===== config.mk =====
export PLATFORM = sky130hd
export DESIGN_NAME = vliw_issue_seq
export DESIGN_NICKNAME = d
export VERILOG_FILES = /design/src/rtl/vliw_seq_pkg.sv /design/src/rtl/vseq_end_detect.sv /design/src/rtl/vseq_media_track.sv /design/src/rtl/vseq_retire_ctr.sv /design/src/rtl/vliw_issue_seq.sv
export SDC_FILE = /design/constraint.sdc
export NUM_CORES = 1
export LEC_CHECK = 0
export ABC_AREA = 1
export BUFFER_PORTS_ARGS = -buffer_cell sky130_fd_sc_hd__buf_2
export CAP_MARGIN = 20
export CORE_MARGIN = 3
export CORE_UTILIZATION = 48
export CTS_CLUSTER_SIZE = 20
export DETAILED_ROUTE_END_ITERATION = 12
export PLACE_DENSITY = 0.92
export SLEW_MARGIN = 20
export SYNTH_ARGS = -nofsm -noshare
export SYNTH_HDL_FRONTEND = slang
export SYNTH_SLANG_ARGS = --single-unit

===== constraint.sdc =====
create_clock -name clk -period 1.9 [get_ports clk]
set_input_delay 0.285 -clock clk [delete_from_list [all_inputs] [get_ports clk]]
set_output_delay 0.285 -clock clk [all_outputs]
set_load 0.1 [all_outputs]

===== src/rtl/vliw_seq_pkg.sv =====
package vliw_seq_pkg;

    typedef enum logic [2:0] {
        ST_IDLE,
        ST_FETCH,
        ST_CLEAR,
        ST_DISP,
        ST_WAIT,
        ST_FINISH
    } seq_state_e;

    typedef struct packed {
        logic       vld;
        logic [1:0] idx;
    } media_rec_t;

    localparam int unsigned WORD_W   = 32;
    localparam int unsigned END_BIT  = 31;
    localparam int unsigned N_MEDIA  = 4;

endpackage


===== src/rtl/vseq_end_detect.sv =====
module vseq_end_detect
    import vliw_seq_pkg::*;
#(
    parameter int unsigned MAX_SLOTS = 4,
    parameter int unsigned SW        = 3
) (
    input  logic [WORD_W-1:0] word,
    input  logic [SW-1:0]     slot_idx,
    output logic              is_last
);
    localparam logic [SW-1:0] LAST_IDX = SW'(MAX_SLOTS - 1);

    always_comb begin
        is_last = word[END_BIT] || (slot_idx >= LAST_IDX);
    end
endmodule


===== src/rtl/vseq_media_track.sv =====
module vseq_media_track
    import vliw_seq_pkg::*;
#(
    parameter int unsigned UNIT_W     = 4,
    parameter int unsigned MEDIA_BASE = 8
) (
    input  media_rec_t        cur,
    input  logic              clear,
    input  logic              update,
    input  logic [UNIT_W-1:0] unit,
    output media_rec_t        nxt
);
    logic [N_MEDIA-1:0] hit;

    for (genvar g = 0; g < N_MEDIA; g++) begin : g_match
        assign hit[g] = (unit == UNIT_W'(MEDIA_BASE + g));
    end

    always_comb begin
        nxt = cur;
        if (clear) begin
            nxt = '0;
        end else if (update && (hit != '0)) begin
            nxt.vld = 1'b1;
            for (int i = 0; i < N_MEDIA; i++) begin
                if (hit[i]) nxt.idx = 2'(i);
            end
        end
    end
endmodule


===== src/rtl/vseq_retire_ctr.sv =====
module vseq_retire_ctr #(
    parameter int unsigned CNT_W = 32,
    parameter int unsigned SW    = 3
) (
    input  logic             clk,
    input  logic             rst_n,
    input  logic             add_en,
    input  logic [SW-1:0]    add_val,
    output logic [CNT_W-1:0] total
);
    logic [CNT_W-1:0] total_d, total_q;

    always_comb begin
        total_d = total_q;
        if (add_en) total_d = total_q + CNT_W'(add_val);
    end

    always_ff @(posedge clk or negedge rst_n) begin
        if (!rst_n) total_q <= '0;
        else        total_q <= total_d;
    end

    assign total = total_q;
endmodule


===== src/rtl/vliw_issue_seq.sv =====
module vliw_issue_seq
    import vliw_seq_pkg::*;
#(
    parameter int unsigned AW         = 32,
    parameter int unsigned MAX_SLOTS  = 4,
    parameter int unsigned UNIT_W     = 4,
    parameter int unsigned MEDIA_BASE = 8,
    parameter int unsigned CNT_W      = 32
) (
    input  logic              clk,
    input  logic              rst_n,
    input  logic              start_valid,
    input  logic [AW-1:0]     start_pc,
    output logic              start_ready,
    output logic              fetch_valid,
    output logic [AW-1:0]     fetch_addr,
    input  logic              fetch_ready,
    input  logic [31:0]       fetch_word,
    output logic              gr0_we,
    output logic              disp_valid,
    input  logic              disp_ready,
    output logic [AW-1:0]     disp_pc,
    output logic [31:0]       disp_word,
    output logic              disp_first,
    output logic              disp_last,
    input  logic              exec_done,
    input  logic [AW-1:0]     exec_next_pc,
    input  logic [UNIT_W-1:0] exec_unit,
    output logic [AW-1:0]     cur_pc,
    output logic              media_valid,
    output logic [1:0]        media_idx,
    output logic              pkt_done,
    output logic [CNT_W-1:0]  retired
);
    localparam int unsigned SW = $clog2(MAX_SLOTS + 1);

    typedef struct packed {
        seq_state_e      st;
        logic [AW-1:0]   pc;
        logic [31:0]     word;
        logic [SW-1:0]   slot;
        logic            first;
        media_rec_t      media;
    } seq_regs_t;

    seq_regs_t r_d, r_q;

    logic       last_slot;
    logic       start_hs;
    logic       done_hs;
    media_rec_t media_nxt;

    vseq_end_detect #(.MAX_SLOTS(MAX_SLOTS), .SW(SW)) i_end (
        .word     (r_q.word),
        .slot_idx (r_q.slot),
        .is_last  (last_slot)
    );

    vseq_media_track #(.UNIT_W(UNIT_W), .MEDIA_BASE(MEDIA_BASE)) i_media (
        .cur    (r_q.media),
        .clear  (start_hs),
        .update (done_hs),
        .unit   (exec_unit),
        .nxt    (media_nxt)
    );

    vseq_retire_ctr #(.CNT_W(CNT_W), .SW(SW)) i_ret (
        .clk     (clk),
        .rst_n   (rst_n),
        .add_en  (r_q.st == ST_FINISH),
        .add_val (r_q.slot),
        .total   (retired)
    );

    assign start_hs = (r_q.st == ST_IDLE) && start_valid;
    assign done_hs  = (r_q.st == ST_WAIT) && exec_done;

    always_comb begin
        r_d       = r_q;
        r_d.media = media_nxt;
        unique case (r_q.st)
            ST_IDLE: begin
                if (start_valid) begin
                    r_d.pc    = start_pc;
                    r_d.slot  = '0;
                    r_d.first = 1'b1;
                    r_d.st    = ST_FETCH;
                end
            end
            ST_FETCH: begin
                if (fetch_ready) begin
                    r_d.word = fetch_word;
                    r_d.st   = ST_CLEAR;
                end
            end
            ST_CLEAR: begin
                r_d.st = ST_DISP;
            end
            ST_DISP: begin
                if (disp_ready) r_d.st = ST_WAIT;
            end
            ST_WAIT: begin
                if (exec_done) begin
                    r_d.pc    = exec_next_pc;
                    r_d.slot  = r_q.slot + 1'b1;
                    r_d.first = 1'b0;
                    r_d.st    = last_slot ? ST_FINISH : ST_FETCH;
                end
            end
            ST_FINISH: begin
                r_d.st = ST_IDLE;
            end
            default: r_d.st = ST_IDLE;
        endcase
    end

    always_ff @(posedge clk or negedge rst_n) begin
        if (!rst_n) begin
            r_q <= '{st: ST_IDLE, pc: '0, word: '0, slot: '0,
                     first: 1'b0, media: '0};
        end else begin
            r_q <= r_d;
        end
    end

    assign start_ready = (r_q.st == ST_IDLE);
    assign fetch_valid = (r_q.st == ST_FETCH);
    assign fetch_addr  = r_q.pc;
    assign gr0_we      = (r_q.st == ST_CLEAR);
    assign disp_valid  = (r_q.st == ST_DISP);
    assign disp_pc     = r_q.pc;
    assign disp_word   = r_q.word;
    assign disp_first  = r_q.first;
    assign disp_last   = last_slot;
    assign cur_pc      = r_q.pc;
    assign media_valid = r_q.media.vld;
    assign media_idx   = r_q.media.idx;
    assign pkt_done    = (r_q.st == ST_FINISH);
endmodule


==> results.yml, run 1 <==
global_route:
  grt.met1_usage_pct: 26.9
  overflow: 0
  grt_pass1_vias: 4839
  antenna_found_initial: 2
  grt_util_met2_pct: 38.4
  grt_util_met3_pct: 4.18
  track_usage_pct: 21.9
  busiest_layer: "met2"
  grt_pass1_wl_um: 24900
  grt_start_max_net_pins: 58
cells_and_area:
  drive_gt1_share_pct: 39.3
  nets: 1015
  final_core_util_pct: 59.6
  area_growth_pct: 20.1
clock_network:
  cts_root_buf: "clkbuf_16"
  clock-sinks: 106
  cts_made_buffers: 9
  path_clk_slew_ns: 0.07
  clk_latency_ns: 0.34
  htree_levels: 3
  cts_buffer_depth: 2
  cts_tree: "done"
flow_run:
  cap_violations: 0
routing:
  wl_per_cell_um: 14.5
  via_per_inst: 4.86
  route.detailed.drc: 0
  dr.pass1.iters: 6
  wirelength_um: 15600
  dr.first_iter.drc_count: 331
  antenna_left: 0
  via_count: 5232
floorplan:
  rows: 40
  dieArea_um2: 13900
  io_pins: 276
  coreArea_um2: 12100
  start_util_pct: 49.6
  die-height_um: 118
  fp.dieW_um: 118
yosys:
  synth_seq_cells: 106
  yosys.area.top_type_share_pct: 44.1
  post_synth.cell_area_avg_um2: 8.00
  syn-num-nets: 863
  ys_warn_count: 0
  yosys-top-cells-area: "dfrtp_1, buf_4, nand2_1"
  seq_area_frac_synth_pct: 44.1
  synth_area_leader_cell: "dfrtp_1"
  netlist_area_um2: 6010
  netlist_instances: 751
  synth_cell_types: 31
sta:
  relSlewSlack_pct: 57.9
  period_needed_ns: 1.86
  hold_viol_final: 0
  setup_viol: 0
  worstMarginPinSlew_ns: 0.632
  rsz0062_at_grt: "yes"
  finalCritPeriodShare_pct: 98.0
  fmax_mhz: 537
  fin_skew_ns: 0.00718
  slew_violations: 0
critical_path:
  required_ns: 1.62
  crit_path_cell_trace: "ha_4 > ha_4 > nor3_4 > nand2_2 > buf_12"
  start_kind: "flop"
  max_stage_delay_ns: 0.43
  crit_slowest_cell: "dfrtp_2"
  critical_path_class: "flop to output pin"
  r2r_slack_ns: 0.06
  endpoint_kind: "output pin"
  arrival_ns: 1.58
  crit_top_cell: "ha_4"
  worstPathMaxFanout: 2
min_path:
  min_path_type: "input pin to flop"
placement:
  gp_congestion: 0.868
  io_buffer_count: 275
  dp.final_hpwl_um: 11800
status:
  status: "complete, no violations"
==> final cells by class <==
class | count | area [um^2]
antenna | 1 | 2.50
clock buffer | 12 | 256
clock inverter | 4 | 48.8
fill | 1093 | 4890
inverter | 43 | 164
multi-input combinational | 449 | 2240
sequential | 106 | 2680
tap | 168 | 210
timing repair buffer | 294 | 1620
==> cell families after synthesis <==
kind of cell | Yosys count | share of synthesized area [%]
AND/OR/NAND/NOR | 378 | 26.2
buffers and inverters | 196 | 20.8
flip-flops | 106 | 44.1
AO/OA/AOI/OAI | 45 | 4.58
XOR/XNOR | 20 | 2.91
adder cells (fa/ha/maj) | 6 | 1.37
==> state kept, by name, summed over array words and instances (netlist names) <==
signal	cells
disp_first	1
cur_pc	32
r_q	6
i_ret.total	32
media_valid	1
media_idx	2
disp_word	32
==> what timing repair did <==
| action | CTS | global route |
|---|---|---|
| setup buffers | 3 | 3 |
| endpoints found under the hold margin | 57 | 0 |
| pin swaps | 2 | 4 |
| endpoints found under the setup margin | 1 | 10 |
| gates resized for setup | 8 | 15 |
| hold buffers | 1 | 0 |
==> through the flow <==
step	setup TNS, ns	instance area [um^2]	hold slack, ns	setup WS [ns]	std cells
4_1_cts	0	7120	0.156	0.0113	1073
6_report	0	7220	0.172	0.0389	1077
2_1_floorplan	-0.0387	6100	-0.0106	-0.0226	751
5_1_grt	-0.0952	7220	0.161	-0.0343	1077
3_5_place_dp	0	6760	0.304	0.0217	1053
3_3_place_gp	0	6760	0.304	0.145	1053
==> worst paths after layout <==
kind	start	cells past startpoint	to
min in group asynchronous	rst_n	3	disp_word[30]
min reg2reg	disp_word[5]	2	disp_word[5]
max in group asynchronous	rst_n	3	cur_pc[3]
min	fetch_word[0]	3	disp_word[0]
max	r_q[4]	5	disp_last
max reg2reg	r_q[5]	11	i_ret.total[31]
==> cells in the mapped netlist <==
cell type,number
clkbuf_1,12
a31oi_1,32
xnor2_1,10
buf_4,130
buf_1,1
nand3_2,1
xor2_1,10
nor4_1,1
nand2_1,226
dfrtp_1,106
ha_1,5
nand3_1,48
nor2_4,2
a22o_1,1
buf_6,2
inv_1,39
nand2_2,4
o22ai_1,1
and3_1,1
fa_1,1
nor3_1,5
nand3b_1,3
nor2_1,70
nand4_1,12
o21bai_1,2
inv_2,4
nor2_2,4
o21ai_0,7
a21oi_1,2
buf_2,8
or2_2,1
==> worst max-delay path: cells and delay by family (launching register included) <==
kind / cells / cell delay [ns]
fa+ha+maj: 2 / 0.33
buf+inv: 1 / 0.19
flops: 1 / 0.43
simple gates: 2 / 0.27
==> layout by cell type, fill, tap and decap left out, types with 3 or more instances in the layout <==
cell       Yosys  final
ha_4           0      4
dfrtp_1      106     89
buf_2          8    270
nand2_1      226    223
buf_12         0      7
nor2_4         2      6
nand2_2        4      7
xnor2_1       10     10
o21ai_0        7      7
inv_1         39     39
nor3_1         5      3
nand4_1       12     12
xor2_1        10     10
nor2_1        70     65
a31oi_1       32     32
nor2_2         4      5
clkbuf_16      0      9
buf_4        130     15
dfrtp_2        0     15
nand3_1       48     47
nand3b_1       3      3
inv_2          4      3
==> per-layer routing <==
layer / share of wire [%] / vias up
met3: 5.7 / 16
met5: 0.083 / -
met1: 40 / 2470
met2: 53 / 189
met4: 1.6 / 2
li1: - / 2555
Power of run 1 is not shown: default switching activity piles up to over one toggle a cycle in this logic, so the estimate is an artifact.
==> run 2, diff against run 1 <==
--- a/config.mk
+++ b/config.mk
@@ -8,7 +8,7 @@
 export ABC_AREA = 1
 export BUFFER_PORTS_ARGS = -buffer_cell sky130_fd_sc_hd__buf_2
 export CAP_MARGIN = 20
-export CORE_MARGIN = 3
+export CORE_MARGIN = 2
 export CORE_UTILIZATION = 48
 export CTS_CLUSTER_SIZE = 20
 export DETAILED_ROUTE_END_ITERATION = 12
==> results.yml, run 2 (synthesis gave the netlist of run 1 again) <==
floorplan:
  dieArea_um2: 13400
  fp.dieW_um: 116
  rows: 40
  start_util_pct: 49.6
  die-height_um: 116
  coreArea_um2: 12100
  io_pins: 276
routing:
  via_per_inst: 4.93
  dr.pass1.iters: 6
  antenna_left: 0
  wirelength_um: 15600
  via_count: 5300
  dr.first_iter.drc_count: 296
  route.detailed.drc: 0
  wl_per_cell_um: 14.6
critical_path:
  start_kind: "flop"
  crit_top_cell: "ha_4"
  startpoint: "r_q[4]"
  reg2reg_to: "i_ret.total[6]"
  worst_r2r_path_depth: 9
  required_ns: 1.62
  arrival_ns: 1.56
  r2r_start: "i_ret.total[0]"
  endpoint_kind: "output pin"
  critical_path_class: "flop to output pin"
  max_stage_delay_ns: 0.45
  crit_slowest_cell: "dfrtp_2"
  worstPathMaxFanout: 3
  r2r_slack_ns: 0.10
  crit_path_cell_trace: "ha_4 > ha_4 > nor3_4 > nand2_2 > buf_12"
global_route:
  grt_util_met2_pct: 40.8
  grt.met1_usage_pct: 27.0
  grt_pass1_vias: 5015
  track_usage_pct: 23.2
  busiest_layer: "met2"
  grt_util_met3_pct: 4.03
  antenna_found_initial: 0
  overflow: 0
  grt_pass1_wl_um: 24200
  grt_start_max_net_pins: 43
clock_network:
  cts_buffer_depth: 2
  path_clk_slew_ns: 0.07
  cts_tree: "done"
  cts_made_buffers: 9
  cts_root_buf: "clkbuf_16"
  clk_latency_ns: 0.35
  htree_levels: 3
  clock-sinks: 106
sta:
  finalCritPeriodShare_pct: 97.2
  relSlewSlack_pct: 64.4
  worstMarginPinSlew_ns: 0.534
  setup_viol: 0
  period_needed_ns: 1.85
  fmax_mhz: 542
  slew_violations: 0
  hold_viol_final: 0
  fin_skew_ns: 0.00412
  rsz0062_at_grt: "yes"
cells_and_area:
  design_area_um2: 7210
  layout_commonest_cell: "buf_2"
  area_growth_pct: 20.0
  drive_gt1_share_pct: 38.9
  antennaDiodeCount: 0
  n_fill_cell: 1078
  nets: 1013
  final_cell_mix: "buf_2, nand2_1, dfrtp_1"
placement:
  dp.final_hpwl_um: 12000
  placed_cell_area_um2: 6760
  gp_congestion: 0.874
  io_buffer_count: 275
min_path:
  min_path_type: "input pin to flop"
  hold_start: "fetch_word[29]"
  hold_end: "disp_word[29]"
  whs_path_depth: 3
status:
  status: "complete, no violations"
flow_run:
  cap_violations: 0
[run 2: cell types whose count changed in the layout (fill, tap and decap cells not counted), moves of 2 or more]
cell	delta
bufinv_16	+2
clkbuf_8	-2
clkinv_4	+2
nor2_4	-2
[run 2: area by class of cell]
class	instances	area, um^2	area share [%]
Inverter	43	166	2.31
Multi-Input combinational cell	449	2220	30.8
Tap cell	168	210	2.91
Sequential cell	106	2680	37.1
Clock buffer	10	229	3.17
Clock inverter	6	113	1.56
Timing Repair Buffer	292	1600	22.1
[run 2: what timing repair did]
item	CTS	global route
endpoints found under the setup margin	2	10
pin swaps	2	4
gates resized for setup	8	12
hold endpoints to repair	37	0
buffers inserted	1	3
hold buffers	1	0
[run 2: how the worst max path moves through the flow]
stage,endpoint,slack [ns],depth (start not counted)
finish,disp_last,0.05,5
global route,i_ret.total[31],-0.02,10
CTS,disp_last,0.02,5
detailed placement,i_ret.total[26],0.04,11
global placement,i_ret.total[6],0.15,9
floorplan,i_ret.total[8],-0.02,9
[run 2: stage by stage]
stage,setup TNS (ns),instances,hold WS (ns),worst slack [ns],utilization [%]
2_1_floorplan,-0.0387,751,-0.0106,-0.0226,-
3_3_place_gp,0,1053,0.295,0.148,55.8
3_5_place_dp,0,1053,0.302,0.0401,55.8
4_1_cts,0,1071,0.147,0.0205,58.9
5_1_grt,-0.0448,1074,0.165,-0.0225,59.6
6_report,0,1074,0.162,0.0534,59.6
[run 2: per-layer routing]
metal	part of all wire, %	up-vias	routed length, um
met3	5.9	43	915
met2	52	226	8180
met4	3.7	0	573
met5	0	-	0
met1	38	2481	5970
li1	-	2550	-
[run 2: critical path: cells and delay by family (launching register included)]
kind	cells	cell delay, ns
adder cells (fa/ha/maj)	2	0.33
flip-flops	1	0.45
AND/OR/NAND/NOR	2	0.25
buffers and inverters	1	0.18
Power of run 2 is left out for the same reason.
==> run 3, diff against run 2 <==
--- a/config.mk
+++ b/config.mk
@@ -5,14 +5,13 @@
 export SDC_FILE = /design/constraint.sdc
 export NUM_CORES = 1
 export LEC_CHECK = 0
-export ABC_AREA = 1
 export BUFFER_PORTS_ARGS = -buffer_cell sky130_fd_sc_hd__buf_2
 export CAP_MARGIN = 20
 export CORE_MARGIN = 2
-export CORE_UTILIZATION = 48
+export CORE_UTILIZATION = 47
 export CTS_CLUSTER_SIZE = 20
 export DETAILED_ROUTE_END_ITERATION = 12
-export PLACE_DENSITY = 0.92
+export PLACE_DENSITY = 0.91
 export SLEW_MARGIN = 20
 export SYNTH_ARGS = -nofsm -noshare
 export SYNTH_HDL_FRONTEND = slang
==> results.yml, run 3 <==
status:
  status: "finished with violations"
  violations: "setup timing"
yosys:
  synth_area_leader_cell: "dfrtp_1"
  netlist_instances: 520
  ys_warn_count: 0
  yosys.area.top_type_share_pct: 46.8
  synth_cell_types: 37
  synth_ff_type: "dfrtp_1"
  synth_common_cells: "buf_4, dfrtp_1, nand2_1"
  syn-num-nets: 632
  synth_seq_cells: 106
  netlist_area_um2: 5660
  post_synth.cell_area_avg_um2: 10.9
  seq_area_frac_synth_pct: 46.8
  synth_edf_count: 0
  async_flop_share_pct: 100
  yosys-top-cells-area: "dfrtp_1, buf_4, mux2_2"
  synth.most_common_cell: "buf_4"
clock_network:
  cts_root_buf: "clkbuf_16"
  htree_levels: 3
  clk_latency_ns: 0.35
  cts_buffer_depth: 2
  clock-sinks: 106
  cts_tree: "done"
  cts_made_buffers: 9
  path_clk_slew_ns: 0.08
cells_and_area:
  layout_commonest_cell: "buf_2"
  design_area_um2: 6950
  finalNonFillerCells: 831
  drive_gt1_share_pct: 57.9
  nets: 789
  final_cell_mix: "buf_2, dfrtp_1, nand2_1"
  area_growth_pct: 22.6
  multi_input_area_um2: 2050
  seqCellArea_um2: 2730
  n_fill_cell: 989
min_path:
  min_path_type: "input pin to flop"
critical_path:
  start_kind: "flop"
  required_ns: 1.62
  worstPathMaxFanout: 2
  endpoint_kind: "output pin"
  crit_path_cell_trace: "ha_4 > ha_4 > a2111o_2 > buf_12"
  critical_path_class: "flop to output pin"
  crit_slowest_cell: "a2111o_2"
  crit_top_cell: "ha_4"
  max_stage_delay_ns: 0.47
  crit_family: "compound AO/OA/AOI/OAI gates"
  r2r_slack_ns: -0.02
  critPathBufInv: 1
  arrival_ns: 1.75
flow_run:
  cap_violations: 0
floorplan:
  start_util_pct: 47.6
  dieArea_um2: 12900
  fp.dieW_um: 114
  rows: 40
  coreArea_um2: 11900
  io_pins: 276
  die-height_um: 114
sta:
  fin_skew_ns: 0.0102
  worstMarginPinSlew_ns: 0.510
  setup_viol: 4
  finalCritPeriodShare_pct: 107
  fmax_mhz: 491
  rsz0062_at_grt: "yes"
  period_needed_ns: 2.04
  holdWs_ns: 0.152
  hold_viol_final: 0
  fin_ws_ns: -0.136
  slew_violations: 0
  relSlewSlack_pct: 66.2
placement:
  io_buffer_count: 275
  placed_cell_area_um2: 6480
  placed_cells: 807
  dp.final_hpwl_um: 9530
  gp_congestion: 0.793
global_route:
  antenna_found_initial: 2
  overflow: 0
  grt_pass1_vias: 3786
  grt_pass1_wl_um: 19000
  grt_start_max_net_pins: 57
  track_usage_pct: 18.8
routing:
  route.detailed.drc: 0
  dr.pass1.iters: 4
  wirelength_um: 12200
  wl_per_cell_um: 14.7
  via_per_inst: 4.86
  antenna_left: 0
  via_count: 4041
  dr.first_iter.drc_count: 146
[run 3: final cells by class]
cell class                 instances  area share [%]
antenna                            2          0.0720
multi-input combinational        260            29.5
clock inverter                     6            1.40
sequential                       106            39.3
tap                              147            2.65
timing repair buffer             293            23.4
inverter                           7           0.378
clock buffer                      10            3.30
[run 3: worst paths after layout]
check | start | endpoint | cells after the start
hold / removal | fetch_word[8] | disp_word[8] | 2
min in group asynchronous | rst_n | disp_word[28] | 2
setup / recovery | r_q[5] | disp_last | 4
hold reg to reg | i_ret.total[10] | i_ret.total[10] | 1
max in group asynchronous | rst_n | i_ret.total[16] | 3
setup reg to reg | r_q[5] | i_ret.total[31] | 8
[run 3: kinds of logic after synthesis]
group / count (synthesis) / share of synthesized area (%)
buffers and inverters: 154 / 19.4
AND/OR/NAND/NOR: 110 / 10.7
flip-flops: 106 / 46.8
multiplexers: 66 / 12.4
AO/OA/AOI/OAI: 48 / 4.55
XOR/XNOR: 30 / 4.64
adder cells (fa/ha/maj): 6 / 1.46
[run 3: stage by stage]
stage               TNS [ns]  setup WS [ns]  utilization, %
global placement           0         0.0786            54.4
global route           -1.27         -0.164            58.3
finish                -0.161         -0.136            58.3
floorplan              -7.35         -0.316               -
detailed placement         0         0.0229            54.4
CTS                   -0.146         -0.146            57.5
[run 3: per-layer routing]
| layer | share of wire, % | vias up | GRT usage [%] |
|---|---|---|---|
| li1 | - | 1937 | - |
| met2 | 51 | 132 | 31.9 |
| met1 | 41 | 1953 | 23.2 |
| met3 | 5.0 | 19 | 3.56 |
| met4 | 2.8 | 0 | 8.70 |
| met5 | 0 | - | 0 |
[run 3: what timing repair did]
action                                  in CTS  in global routing
setup buffers                                2                  3
resized for setup                            6                 19
cloned                                       0                  0
endpoints found under the setup margin       3                 12
hold endpoints to repair                    18                  0
pin swaps                                    0                 13
hold buffers                                 1                  0
Power of run 3 is left out for the same reason.
